`src/rtl/dma_chan_pkg.sv`:
```
`timescale 1ns/1ps
package dma_chan_pkg;
    localparam int FLD_W = 8;
    localparam int EVT_W = 3;

    localparam logic [3:0] WIDX_CTRL = 4'd0;
    localparam logic [3:0] WIDX_STAT = 4'd1;
    localparam logic [3:0] WIDX_CUR  = 4'd2;
    localparam logic [3:0] WIDX_TAIL = 4'd4;

    typedef struct packed {
        logic [FLD_W-1:0] delay;
        logic [FLD_W-1:0] thresh;
        logic [EVT_W-1:0] irq_en;
        logic             srst;
        logic             run;
    } ctrl_t;
endpackage

```
`src/rtl/dma_coal_counter.sv`:
```
`timescale 1ns/1ps
module dma_coal_counter #(
    parameter int CNT_W     = 8,
    parameter int RST_VALUE = 1
) (
    input  logic             clk,
    input  logic             rst_n,
    input  logic             reload,
    input  logic             dec,
    input  logic [CNT_W-1:0] thresh,
    output logic [CNT_W-1:0] cnt,
    output logic             hit
);
    logic [CNT_W-1:0] cnt_d, cnt_q, dec_val;

    always_comb begin
        dec_val = cnt_q - CNT_W'(1);
        hit     = dec && !reload && (dec_val == '0);
        cnt_d   = cnt_q;
        if (reload || hit) begin
            cnt_d = thresh;
        end else if (dec) begin
            cnt_d = dec_val;
        end
    end

    always_ff @(posedge clk or negedge rst_n) begin
        if (!rst_n) cnt_q <= CNT_W'(RST_VALUE);
        else        cnt_q <= cnt_d;
    end

    assign cnt = cnt_q;

    AST_CNT_RELOAD: assert property (@(posedge clk) disable iff (!rst_n)
        hit |=> cnt_q == $past(thresh));
    AST_CNT_DEC: assert property (@(posedge clk) disable iff (!rst_n)
        (dec && !reload && !hit) |=> cnt_q == $past(cnt_q) - CNT_W'(1));
endmodule

```
`src/rtl/dma_delay_timer.sv`:
```
`timescale 1ns/1ps
module dma_delay_timer #(
    parameter int CNT_W = 8
) (
    input  logic             clk,
    input  logic             rst_n,
    input  logic             clear,
    input  logic             load,
    input  logic [CNT_W-1:0] load_val,
    input  logic             tick,
    output logic [CNT_W-1:0] cnt,
    output logic             expire
);
    logic [CNT_W-1:0] tmr_d, tmr_q;

    always_comb begin
        expire = !clear && !load && tick && (tmr_q == CNT_W'(1));
        tmr_d  = tmr_q;
        if (clear) begin
            tmr_d = '0;
        end else if (load) begin
            tmr_d = load_val;
        end else if (tick && tmr_q != '0) begin
            tmr_d = tmr_q - CNT_W'(1);
        end
    end

    always_ff @(posedge clk or negedge rst_n) begin
        if (!rst_n) tmr_q <= '0;
        else        tmr_q <= tmr_d;
    end

    assign cnt = tmr_q;

    AST_TMR_HOLD: assert property (@(posedge clk) disable iff (!rst_n)
        (!clear && !load && !tick) |=> $stable(tmr_q));
    AST_TMR_DEC: assert property (@(posedge clk) disable iff (!rst_n)
        (!clear && !load && tick && tmr_q != '0) |=> tmr_q == $past(tmr_q) - CNT_W'(1));
    AST_TMR_FLOOR: assert property (@(posedge clk) disable iff (!rst_n)
        (!clear && !load && tmr_q == '0) |=> tmr_q == '0);
endmodule

```
`src/rtl/dma_chan_ctrl.sv`:
```
`timescale 1ns/1ps
module dma_chan_ctrl
    import dma_chan_pkg::*;
#(
    parameter int ADDR_W = 6,
    parameter int PTR_W  = 32
) (
    input  logic              clk,
    input  logic              rst_n,
    input  logic              reg_req,
    input  logic              reg_we,
    input  logic [ADDR_W-1:0] reg_addr,
    input  logic [31:0]       reg_wdata,
    output logic [31:0]       reg_rdata,
    input  logic              frame_done,
    input  logic              walk_done,
    input  logic              tick,
    output logic              halted,
    output logic              idle,
    output logic              start_pulse,
    output logic              irq,
    output logic [PTR_W-1:0]  cur_desc,
    output logic [PTR_W-1:0]  tail_desc
);
    localparam int WIDX_W = ADDR_W - 2;

    typedef struct packed {
        ctrl_t            ctrl;
        logic             halted;
        logic             idle;
        logic [EVT_W-1:0] pend;
        logic [PTR_W-1:0] cur;
        logic [PTR_W-1:0] tail;
        logic             start;
    } state_t;

    state_t            st_d, st_q;
    logic [WIDX_W-1:0] widx;
    logic              wr_ctrl, wr_stat, wr_cur, wr_tail, rd_ctrl;
    logic              srst_now;
    logic [FLD_W-1:0]  thresh_nxt;
    logic [FLD_W-1:0]  coal_cnt, tmr_cnt;
    logic              coal_hit, tmr_expire;

    assign widx    = reg_addr[ADDR_W-1:2];
    assign wr_ctrl = reg_req && reg_we && widx == WIDX_W'(WIDX_CTRL);
    assign wr_stat = reg_req && reg_we && widx == WIDX_W'(WIDX_STAT);
    assign wr_cur  = reg_req && reg_we && widx == WIDX_W'(WIDX_CUR);
    assign wr_tail = reg_req && reg_we && widx == WIDX_W'(WIDX_TAIL);
    assign rd_ctrl = reg_req && !reg_we && widx == WIDX_W'(WIDX_CTRL);

    assign srst_now   = wr_ctrl && (reg_wdata[2] || st_q.ctrl.srst);
    assign thresh_nxt = srst_now ? FLD_W'(1)
                      : (wr_ctrl ? reg_wdata[23:16] : st_q.ctrl.thresh);

    dma_coal_counter #(.CNT_W(FLD_W), .RST_VALUE(1)) i_coal (
        .clk    (clk),
        .rst_n  (rst_n),
        .reload (wr_ctrl || tmr_expire),
        .dec    (frame_done),
        .thresh (thresh_nxt),
        .cnt    (coal_cnt),
        .hit    (coal_hit)
    );

    dma_delay_timer #(.CNT_W(FLD_W)) i_tmr (
        .clk      (clk),
        .rst_n    (rst_n),
        .clear    (srst_now),
        .load     (frame_done && st_q.ctrl.delay != '0),
        .load_val (st_q.ctrl.delay),
        .tick     (tick),
        .cnt      (tmr_cnt),
        .expire   (tmr_expire)
    );

    always_comb begin
        st_d       = st_q;
        st_d.start = 1'b0;

        if (walk_done) st_d.idle = 1'b1;
        if (wr_cur)    st_d.cur  = PTR_W'(reg_wdata);
        if (wr_tail) begin
            st_d.tail = PTR_W'(reg_wdata);
            st_d.idle = 1'b0;
        end
        if (rd_ctrl) st_d.ctrl.srst = 1'b0;

        if (wr_stat) st_d.pend = st_q.pend & ~reg_wdata[14:12];
        st_d.pend = st_d.pend | {1'b0, tmr_expire, coal_hit};

        if (srst_now) begin
            st_d.ctrl   = '{delay: '0, thresh: FLD_W'(1), irq_en: '0, srst: 1'b1, run: 1'b0};
            st_d.halted = 1'b1;
            st_d.idle   = 1'b0;
            st_d.pend   = '0;
        end else if (wr_ctrl) begin
            st_d.ctrl.delay  = reg_wdata[31:24];
            st_d.ctrl.thresh = reg_wdata[23:16];
            st_d.ctrl.irq_en = reg_wdata[14:12];
            st_d.ctrl.run    = reg_wdata[0];
            if (reg_wdata[0]) begin
                st_d.halted = 1'b0;
                st_d.idle   = 1'b0;
                st_d.start  = 1'b1;
            end
        end
    end

    always_ff @(posedge clk or negedge rst_n) begin
        if (!rst_n) begin
            st_q        <= '0;
            st_q.ctrl   <= '{delay: '0, thresh: FLD_W'(1), irq_en: '0, srst: 1'b0, run: 1'b0};
            st_q.halted <= 1'b1;
        end else begin
            st_q <= st_d;
        end
    end

    always_comb begin
        reg_rdata = '0;
        if (reg_req && !reg_we) begin
            case (widx)
                WIDX_W'(WIDX_CTRL): reg_rdata = {st_q.ctrl.delay, st_q.ctrl.thresh, 1'b0,
                                                  st_q.ctrl.irq_en, 9'b0, st_q.ctrl.srst,
                                                  1'b1, st_q.ctrl.run};
                WIDX_W'(WIDX_STAT): reg_rdata = {tmr_cnt, coal_cnt, 1'b0, st_q.pend,
                                                  10'b0, st_q.idle, st_q.halted};
                WIDX_W'(WIDX_CUR):  reg_rdata = 32'(st_q.cur);
                WIDX_W'(WIDX_TAIL): reg_rdata = 32'(st_q.tail);
                default:            reg_rdata = '0;
            endcase
        end
    end

    assign halted      = st_q.halted;
    assign idle        = st_q.idle;
    assign start_pulse = st_q.start;
    assign irq         = |(st_q.pend & st_q.ctrl.irq_en);
    assign cur_desc    = st_q.cur;
    assign tail_desc   = st_q.tail;

    AST_RUN_STARTS: assert property (@(posedge clk) disable iff (!rst_n)
        (wr_ctrl && reg_wdata[0] && !reg_wdata[2] && !st_q.ctrl.srst)
        |=> (!halted && !idle && start_pulse));
    AST_SRST_HALTS: assert property (@(posedge clk) disable iff (!rst_n)
        (wr_ctrl && reg_wdata[2]) |=> (halted && !irq && !start_pulse));
    AST_W1C_CLEARS: assert property (@(posedge clk) disable iff (!rst_n)
        (wr_stat && reg_wdata[14:12] == 3'b111 && !frame_done && !tick) |=> !irq);
    AST_TAIL_NOT_IDLE: assert property (@(posedge clk) disable iff (!rst_n)
        wr_tail |=> !idle);
endmodule

```
`config.mk`:
```
export PLATFORM = sky130hd
export DESIGN_NAME = dma_chan_ctrl
export DESIGN_NICKNAME = d
export VERILOG_FILES = /design/src/rtl/dma_chan_pkg.sv /design/src/rtl/dma_coal_counter.sv /design/src/rtl/dma_delay_timer.sv /design/src/rtl/dma_chan_ctrl.sv
export SDC_FILE = /design/constraint.sdc
export NUM_CORES = 1
export LEC_CHECK = 0
export ABC_AREA = 1
export BUFFER_PORTS_ARGS = -buffer_cell sky130_fd_sc_hd__buf_2
export CORE_MARGIN = 2
export CORE_UTILIZATION = 49
export CTS_BUF_LIST = sky130_fd_sc_hd__clkbuf_2 sky130_fd_sc_hd__clkbuf_4 sky130_fd_sc_hd__clkbuf_8
export DETAILED_ROUTE_END_ITERATION = 7
export PLACE_DENSITY = 0.73
export REMOVE_ABC_BUFFERS = 1
export SLEW_MARGIN = 10
export SYNTH_ARGS = -nofsm -noshare
export SYNTH_HDL_FRONTEND = slang
export SYNTH_SLANG_ARGS = --single-unit
```
`constraint.sdc`:
```
create_clock -name clk -period 1.7 [get_ports clk]
set_input_delay 0.085 -clock clk [delete_from_list [all_inputs] [get_ports clk]]
set_output_delay 0.085 -clock clk [all_outputs]
set_load 0.03 [all_outputs]
```
==> flow_metrics.env, run 1 <==
export IMPL_worst_setup_path_start_kind="flip-flop"
export IMPL_p_sw_mw=3.35
export IMPL_synth_top_cell_by_area="dfrtp_1"
export IMPL_crit_fanout=8
export IMPL_critPathTopFamily="simple AND/OR/NAND/NOR gates"
export IMPL_report_final_slew_viol_count=0
export IMPL_synth_cell_types=38
export IMPL_via_count=5263
export IMPL_place_ws_ns=-0.129
export IMPL_drt_total_wl_mm=15.3
export IMPL_die_height_microns=114
export IMPL_initial_core_util=0.497
export IMPL_drive_above_1_share=0.304
export IMPL_setup_violations=8
export IMPL_clock_sinks=107
export IMPL_synthesis_area_sq_mm=0.00592
export IMPL_clkPwrFrac=0.189
export IMPL_rows=40
export IMPL_p_leak_nw=3.66
export IMPL_path_cells="buf_6, ha_4, nand2_2, nand3b_1, nor2_1, nand2_1, nor2_4, nand2_4, nand2_8, nand2_2, a21oi_2"
export IMPL_slew_headroom=0.623
export IMPL_numPortBuffers=142
export IMPL_endpoint_kind="flip-flop"
export IMPL_seq_power_share=0.421
export IMPL_root_buffer="clkbuf_8"
export IMPL_grt_pass1_wl_mm=24.2
export IMPL_dp_hpwl_mm=10.7
export IMPL_die_area_sq_mm=0.0130
export IMPL_timing_final_crit_share=1.05
export IMPL_synthTopCellsByArea="dfrtp_1, nand2_1, buf_4, o21ai_0, inv_1"
export IMPL_place_congestion=0.902
export IMPL_max_stage_delay_ns=0.55
export IMPL_finalNonFillerCells=999
export IMPL_final_cell_area_sq_mm=0.00714
export IMPL_fmax_mhz=559
export IMPL_crit_type="flip-flop to flip-flop"
export IMPL_track_usage=0.237
export IMPL_grt_start_max_net_pins=45
export IMPL_clk_latency_ns=0.38
export IMPL_crit_top_cell="nand2_2"
export IMPL_crit_required_ns=2.02
export IMPL_ios=145
export IMPL_placed_cell_area_sq_mm=0.00646
export IMPL_peakVddDrop_mv=0.728
export IMPL_power_frac_comb=0.390
export IMPL_cpMaxStageDelayCell="dfstp_2"
export IMPL_ys_warn_count=0
export IMPL_route_detailed_drc=0
export IMPL_setup_ws_ns=-0.0894
export IMPL_power_density_mw_per_mm2=1180
export IMPL_fillers=1090
export IMPL_synthCells=726
export IMPL_internal_power_mw=5.09
export IMPL_dr_pass1_iters=5
export IMPL_path_clk_slew_ns=0.09
export IMPL_cp_buffers_inverters=1
export IMPL_viasPerCell=5.27
export IMPL_nets=897
export IMPL_outcome="complete, but fails checks"
export IMPL_yosysSeqAreaShare=0.453
export IMPL_maxCapViolations=0
export IMPL_die_w_microns=114
export IMPL_violations="negative setup slack"
export IMPL_route_detailed_wl_per_inst_microns=15.3
export IMPL_coreArea_sq_mm=0.0119
export IMPL_critPathArrivalTime_ns=2.11
export IMPL_syn_to_final_growth_pct=20.6
export IMPL_dr_first_iter_drc_count=323
export IMPL_clk_path_buf_depth=2
export IMPL_cts_tree="done"
export IMPL_p_sw_frac=0.397
export IMPL_antenna_left=0
export IMPL_cts_htree_levels=3
export IMPL_synth_avg_cell_area_sq_um=8.15
export IMPL_fin_worst_skew_ns=0.00761
export IMPL_final_common_cell="nand2_1"
export IMPL_n_antenna_cell=0
export IMPL_grt_ovfl_total=0
export IMPL_dp_cells=948
export IMPL_grt_pass1_vias=4877
export IMPL_synth_top_cell_area_share=0.440
export IMPL_rsz0062_at_grt="yes"
export IMPL_cts_buffers=9
export IMPL_hold_violations=0
export IMPL_antenna_found_initial=0
export IMPL_ys_ff_latch=107
export IMPL_final_cell_mix="nand2_1, buf_2, dfrtp_1"
export IMPL_min_path_type="input pin to flip-flop"
export IMPL_post_route_min_period_ns=1.79
export IMPL_worst_slew_pin_slew_ns=0.565
sequential cells by signal, indices dropped and copies added, names as in the netlist:
name,flops
i_coal.cnt,8
idle,1
start_pulse,1
i_tmr.cnt,8
halted,1
tail_desc,32
st_q,24
cur_desc,32
metrics by stage:
| step | hold slack [ns] | util | total power [mW] | setup TNS [ns] |
|---|---|---|---|---|
| after detailed placement | 0.116 | 0.543 | 6.48 | -0.629 |
| after global routing | 0.00242 | 0.599 | 9.01 | -1.52 |
| final | 0.0175 | 0.599 | 8.44 | -0.497 |
| after CTS | 0.00101 | 0.589 | 8.32 | -0.133 |
| after global placement | 0.115 | 0.543 | 6.40 | -0.281 |
| after floorplan | -0.211 | - | 5.49 | -15.70 |
power groups by stage:
stage,Sequential (mW),Clock [mW],Combinational (mW)
after floorplan,4.10,0,1.39
after global placement,3.55,0,2.85
after detailed placement,3.58,0,2.90
after CTS,3.54,1.63,3.14
after global routing,3.63,1.76,3.62
final,3.56,1.60,3.29
path summary, 6_finish.rpt:
| check | depth (start not counted) | to | slack [ns] | from |
|---|---|---|---|---|
| hold / removal | 3 | tail_desc[0] | 0.02 | reg_wdata[0] |
| max in group asynchronous | 3 | cur_desc[27] | 0.80 | rst_n |
| min in group asynchronous | 2 | cur_desc[22] | 0.24 | rst_n |
| setup reg to reg | 11 | i_coal.cnt[7] | -0.09 | i_coal.cnt[0] |
| hold reg to reg | 2 | st_q[75] | 0.51 | st_q[75] |
| setup / recovery | 11 | i_coal.cnt[7] | -0.09 | i_coal.cnt[0] |
cells by family after synthesis:
logic type | synth area share
AO/OA/AOI/OAI | 0.178
XOR/XNOR | 0.00888
adder cells (fa/ha/maj) | 0.0106
buffers and inverters | 0.156
flip-flops | 0.453
AND/OR/NAND/NOR | 0.194
synthesized netlist by cell type, drive strengths merged:
cell,number
a21oi,16
buf,77
nor3,3
xnor2,1
o31ai,15
clkbuf,19
a211oi,1
ha,5
nand2,169
dfrtp,104
nor2,52
o211ai,3
o21ai,108
nand4,1
and2,1
o22ai,7
nand3b,2
nand3,35
xor2,5
a221oi,21
dfstp,3
inv,77
or2,1
per-layer routing:
layer | wire [microns] | track usage
met1 | 7040 | 0.331
met5 | 0 | 0
met2 | 7250 | 0.378
met4 | 252 | 0.0756
met3 | 754 | 0.0399
final cells by class:
cell class / count / area [sq um] / area share
clock buffers: 13 / 154 / 0.0216
flip-flops and latches: 107 / 2680 / 0.376
multi-input cells: 447 / 2460 / 0.345
clock inverters: 3 / 40.0 / 0.00561
repair buffers: 205 / 1320 / 0.185
well taps: 147 / 184 / 0.0258
inverters: 77 / 294 / 0.0412
timing repair:
action                                  in CTS  in global routing
gates resized for setup                     15                 24
setup buffers                                4                  2
cloned                                       1                  0
hold endpoints to repair                    88                  1
hold buffers                                27                  1
pin swaps                                   10                  7
endpoints found under the setup margin      11                 19
worst register-to-register path, stage by stage (launching register included):
cell,delay (ns)
dfstp_2,0.55
buf_6,0.10
ha_4,0.11
nand2_2,0.04
nand3b_1,0.16
nor2_1,0.13
nand2_1,0.11
nor2_4,0.14
nand2_4,0.12
nand2_8,0.10
nand2_2,0.05
a21oi_2,0.11
No activity file was read; power rests on OpenSTA's default activity.
==> inputs of run 2 (changes only) <==
--- a/config.mk
+++ b/config.mk
@@ -6,5 +6,4 @@
 export NUM_CORES = 1
 export LEC_CHECK = 0
-export ABC_AREA = 1
 export BUFFER_PORTS_ARGS = -buffer_cell sky130_fd_sc_hd__buf_2
 export CORE_MARGIN = 2
==> constraint.sdc (replaced) <==
create_clock -name clk -period 1.7 [get_ports clk]
set_input_delay 0.085 -clock clk [delete_from_list [all_inputs] [get_ports clk]]
set_output_delay 0.085 -clock clk [all_outputs]
set_load 0.005 [all_outputs]
==> run 2 against run 1 <==
The run still ends with negative setup slack left. Synthesized cell count decreased by 24%. Core utilization rose by 2.8 points. Maximum frequency decreased by 14%. Die area shrank 0.65%. Worst hold slack gained 0.013 ns. First-iteration DRC count down 13%. Clock power grew 7%. Setup slack worse by 0.30 ns. Sequential cell count stayed put. Register-to-register slack lost 0.30 ns. Area after synthesis shrank 0.68%. Critical endpoint is now i_coal.cnt[2]. Largest cell class unchanged.
==> flow_metrics.env, run 2 <==
export IMPL_synth_top_cell_area_share=0.443
export IMPL_numPortBuffers=142
export IMPL_rr_endpoint="i_coal.cnt[2]"
export IMPL_slew_headroom=0.618
export IMPL_setup_violations=18
export IMPL_outcome="complete, but fails checks"
export IMPL_endpoint_kind="flip-flop"
export IMPL_rsz0062_at_grt="yes"
export IMPL_peakVddDrop_mv=0.885
export IMPL_p_sw_mw=2.84
export IMPL_viasPerCell=5.59
export IMPL_cts_tree="done"
export IMPL_r2r_setup_slack_ns=-0.39
export IMPL_critPathArrivalTime_ns=2.35
export IMPL_antenna_left=0
export IMPL_clk_latency_ns=0.38
export IMPL_report_final_slew_viol_count=0
export IMPL_worst_setup_path_start_kind="flip-flop"
export IMPL_holdPathStages=2
export IMPL_route_detailed_drc=0
export IMPL_route_detailed_wl_per_inst_microns=17.9
export IMPL_path_clk_slew_ns=0.10
export IMPL_die_area_sq_mm=0.0129
export IMPL_p_sw_frac=0.334
export IMPL_reg2reg_depth=5
export IMPL_grt_ovfl_total=0
export IMPL_coreArea_sq_mm=0.0119
export IMPL_synth_commonest_cells="dfrtp_1, buf_4, a22oi_1, nand2_1, mux2_1"
export IMPL_track_usage=0.238
export IMPL_post_route_min_period_ns=2.09
export IMPL_grt_start_max_net_pins=108
export IMPL_seqCellArea_sq_mm=0.00268
export IMPL_crit_fanout=7
export IMPL_root_buffer="clkbuf_8"
export IMPL_internal_power_mw=5.66
export IMPL_timing_final_crit_share=1.23
export IMPL_dp_hpwl_mm=9.92
export IMPL_nets=754
export IMPL_final_common_cell="buf_2"
export IMPL_finalNonFillerCells=856
export IMPL_n_antenna_cell=0
export IMPL_antenna_found_initial=0
export IMPL_synth_cell_types=56
export IMPL_multi_input_area_sq_mm=0.00267
export IMPL_final_cell_mix="buf_2, dfrtp_1, a22oi_1, buf_4, nand2_1"
export IMPL_dp_cells=800
export IMPL_hold_end="st_q[71]"
export IMPL_worst_slew_pin_slew_ns=0.573
export IMPL_fin_worst_skew_ns=0.00940
export IMPL_clkPwrFrac=0.202
export IMPL_final_util=0.627
export IMPL_place_congestion=0.879
export IMPL_crit_type="flip-flop to flip-flop"
export IMPL_synth_most_common_cell="dfrtp_1"
export IMPL_final_cell_area_sq_mm=0.00744
export IMPL_violations="negative setup slack"
export IMPL_crit_required_ns=1.96
export IMPL_cts_htree_levels=3
export IMPL_grt_pass1_wl_mm=24.1
export IMPL_syn_to_final_growth_pct=26.5
export IMPL_power_frac_comb=0.372
export IMPL_maxCapViolations=0
export IMPL_synth_top_cell_by_area="dfrtp_1"
export IMPL_ys_warn_count=0
export IMPL_clock_sinks=107
export IMPL_clk_path_buf_depth=2
export IMPL_fmax_mhz=479
export IMPL_hold_violations=0
export IMPL_synthTopCellsByArea="dfrtp_1, buf_4, mux2_1, a22oi_1, mux2_2"
export IMPL_initial_core_util=0.496
export IMPL_place_ws_ns=-0.415
export IMPL_placed_cell_area_sq_mm=0.00670
export IMPL_min_path_type="input pin to flip-flop"
export IMPL_async_flop_share=1.00
export IMPL_ys_ff_latch=107
export IMPL_yosysSeqAreaShare=0.456
export IMPL_setup_ws_ns=-0.388
export IMPL_synth_edff_count=0
export IMPL_rows=40
export IMPL_cts_buffers=9
export IMPL_reg2reg_from="i_tmr.cnt[5]"
export IMPL_p_leak_nw=3.53
export IMPL_seq_power_share=0.426
export IMPL_synth_avg_cell_area_sq_um=10.7
export IMPL_drt_total_wl_mm=15.4
export IMPL_die_w_microns=114
export IMPL_synthFlopType="dfrtp_1"
export IMPL_power_density_mw_per_mm2=1140
export IMPL_holdWs_ns=0.0306
export IMPL_worstHoldStart="reg_req"
export IMPL_synthCells=551
export IMPL_dr_first_iter_drc_count=282
export IMPL_via_count=4786
export IMPL_die_height_microns=114
export IMPL_ios=145
export IMPL_dr_pass1_iters=5
export IMPL_drive_above_1_share=0.426
export IMPL_fillers=918
export IMPL_grt_pass1_vias=4828
export IMPL_synthesis_area_sq_mm=0.00588
-- run 2: kinds of logic (layout without fill, tap and decap cells) --
| kind of cell | count (synthesis) | in the layout | synth area share |
|---|---|---|---|
| AOI/OAI and AO/OA | 128 | 128 | 0.155 |
| xor gates and xnor gates | 13 | 13 | 0.0194 |
| adders and majority gates | 6 | 6 | 0.0123 |
| buffers and inverters | 110 | 268 | 0.117 |
| DFF | 107 | 107 | 0.456 |
| muxes | 73 | 73 | 0.139 |
| and+or+nand+nor | 114 | 114 | 0.101 |
-- run 2: area by class of cell --
cell class	count	share of cell area
sequential	107	0.360
tap	147	0.0247
clock buffer	11	0.0187
clock inverter	5	0.0104
inverter	11	0.00555
timing repair buffer	241	0.222
multi-input combinational	334	0.358
-- run 2: worst max-delay path by stage --
stage / start / to / depth (start not counted)
detailed placement: i_coal.cnt[0] / i_coal.cnt[2] / 7
global route: i_tmr.cnt[5] / i_coal.cnt[6] / 5
CTS: i_tmr.cnt[3] / i_coal.cnt[2] / 5
global placement: i_tmr.cnt[3] / i_coal.cnt[1] / 5
finish: i_tmr.cnt[5] / i_coal.cnt[2] / 5
floorplan: reg_addr[2] / tail_desc[0] / 3
-- run 2: repair_timing --
action | in CTS | in global routing
buffers inserted | 3 | 4
hold buffers | 34 | 0
hold endpoints to repair | 187 | 0
setup endpoints to repair | 18 | 34
resized for setup | 12 | 18
pin swaps | 6 | 7
-- run 2: metal layers --
metal / global-route usage / wire (microns) / up-vias
met3: 0.0473 / 901 / 17
met2: 0.404 / 7820 / 180
met4: 0.0919 / 249 / 0
met1: 0.301 / 6380 / 2380
li1: - / - / 2209
met5: 0 / 0 / -
-- run 2: critical path, stage by stage, from the launching register on --
cell	delay (ns)
dfrtp_1	0.39
or4_4	0.55
nand3b_4	0.19
o41ai_4	0.39
a21oi_4	0.12
mux2_1	0.34
-- run 2: through the flow --
stage / TNS [ns] / total power [mW]
floorplan: -173.69 / 4.95
global placement: -3.74 / 6.24
detailed placement: -4.75 / 6.41
CTS: -4.73 / 8.33
global route: -6.61 / 8.99
finish: -5.62 / 8.50
-- run 2: power by group through the flow --
stage / clock network, mW / registers [mW] / logic (mW)
detailed placement: 0 / 3.64 / 2.77
floorplan: 0 / 3.70 / 1.25
global route: 1.89 / 3.69 / 3.42
CTS: 1.77 / 3.58 / 2.97
global placement: 0 / 3.58 / 2.66
finish: 1.72 / 3.62 / 3.16
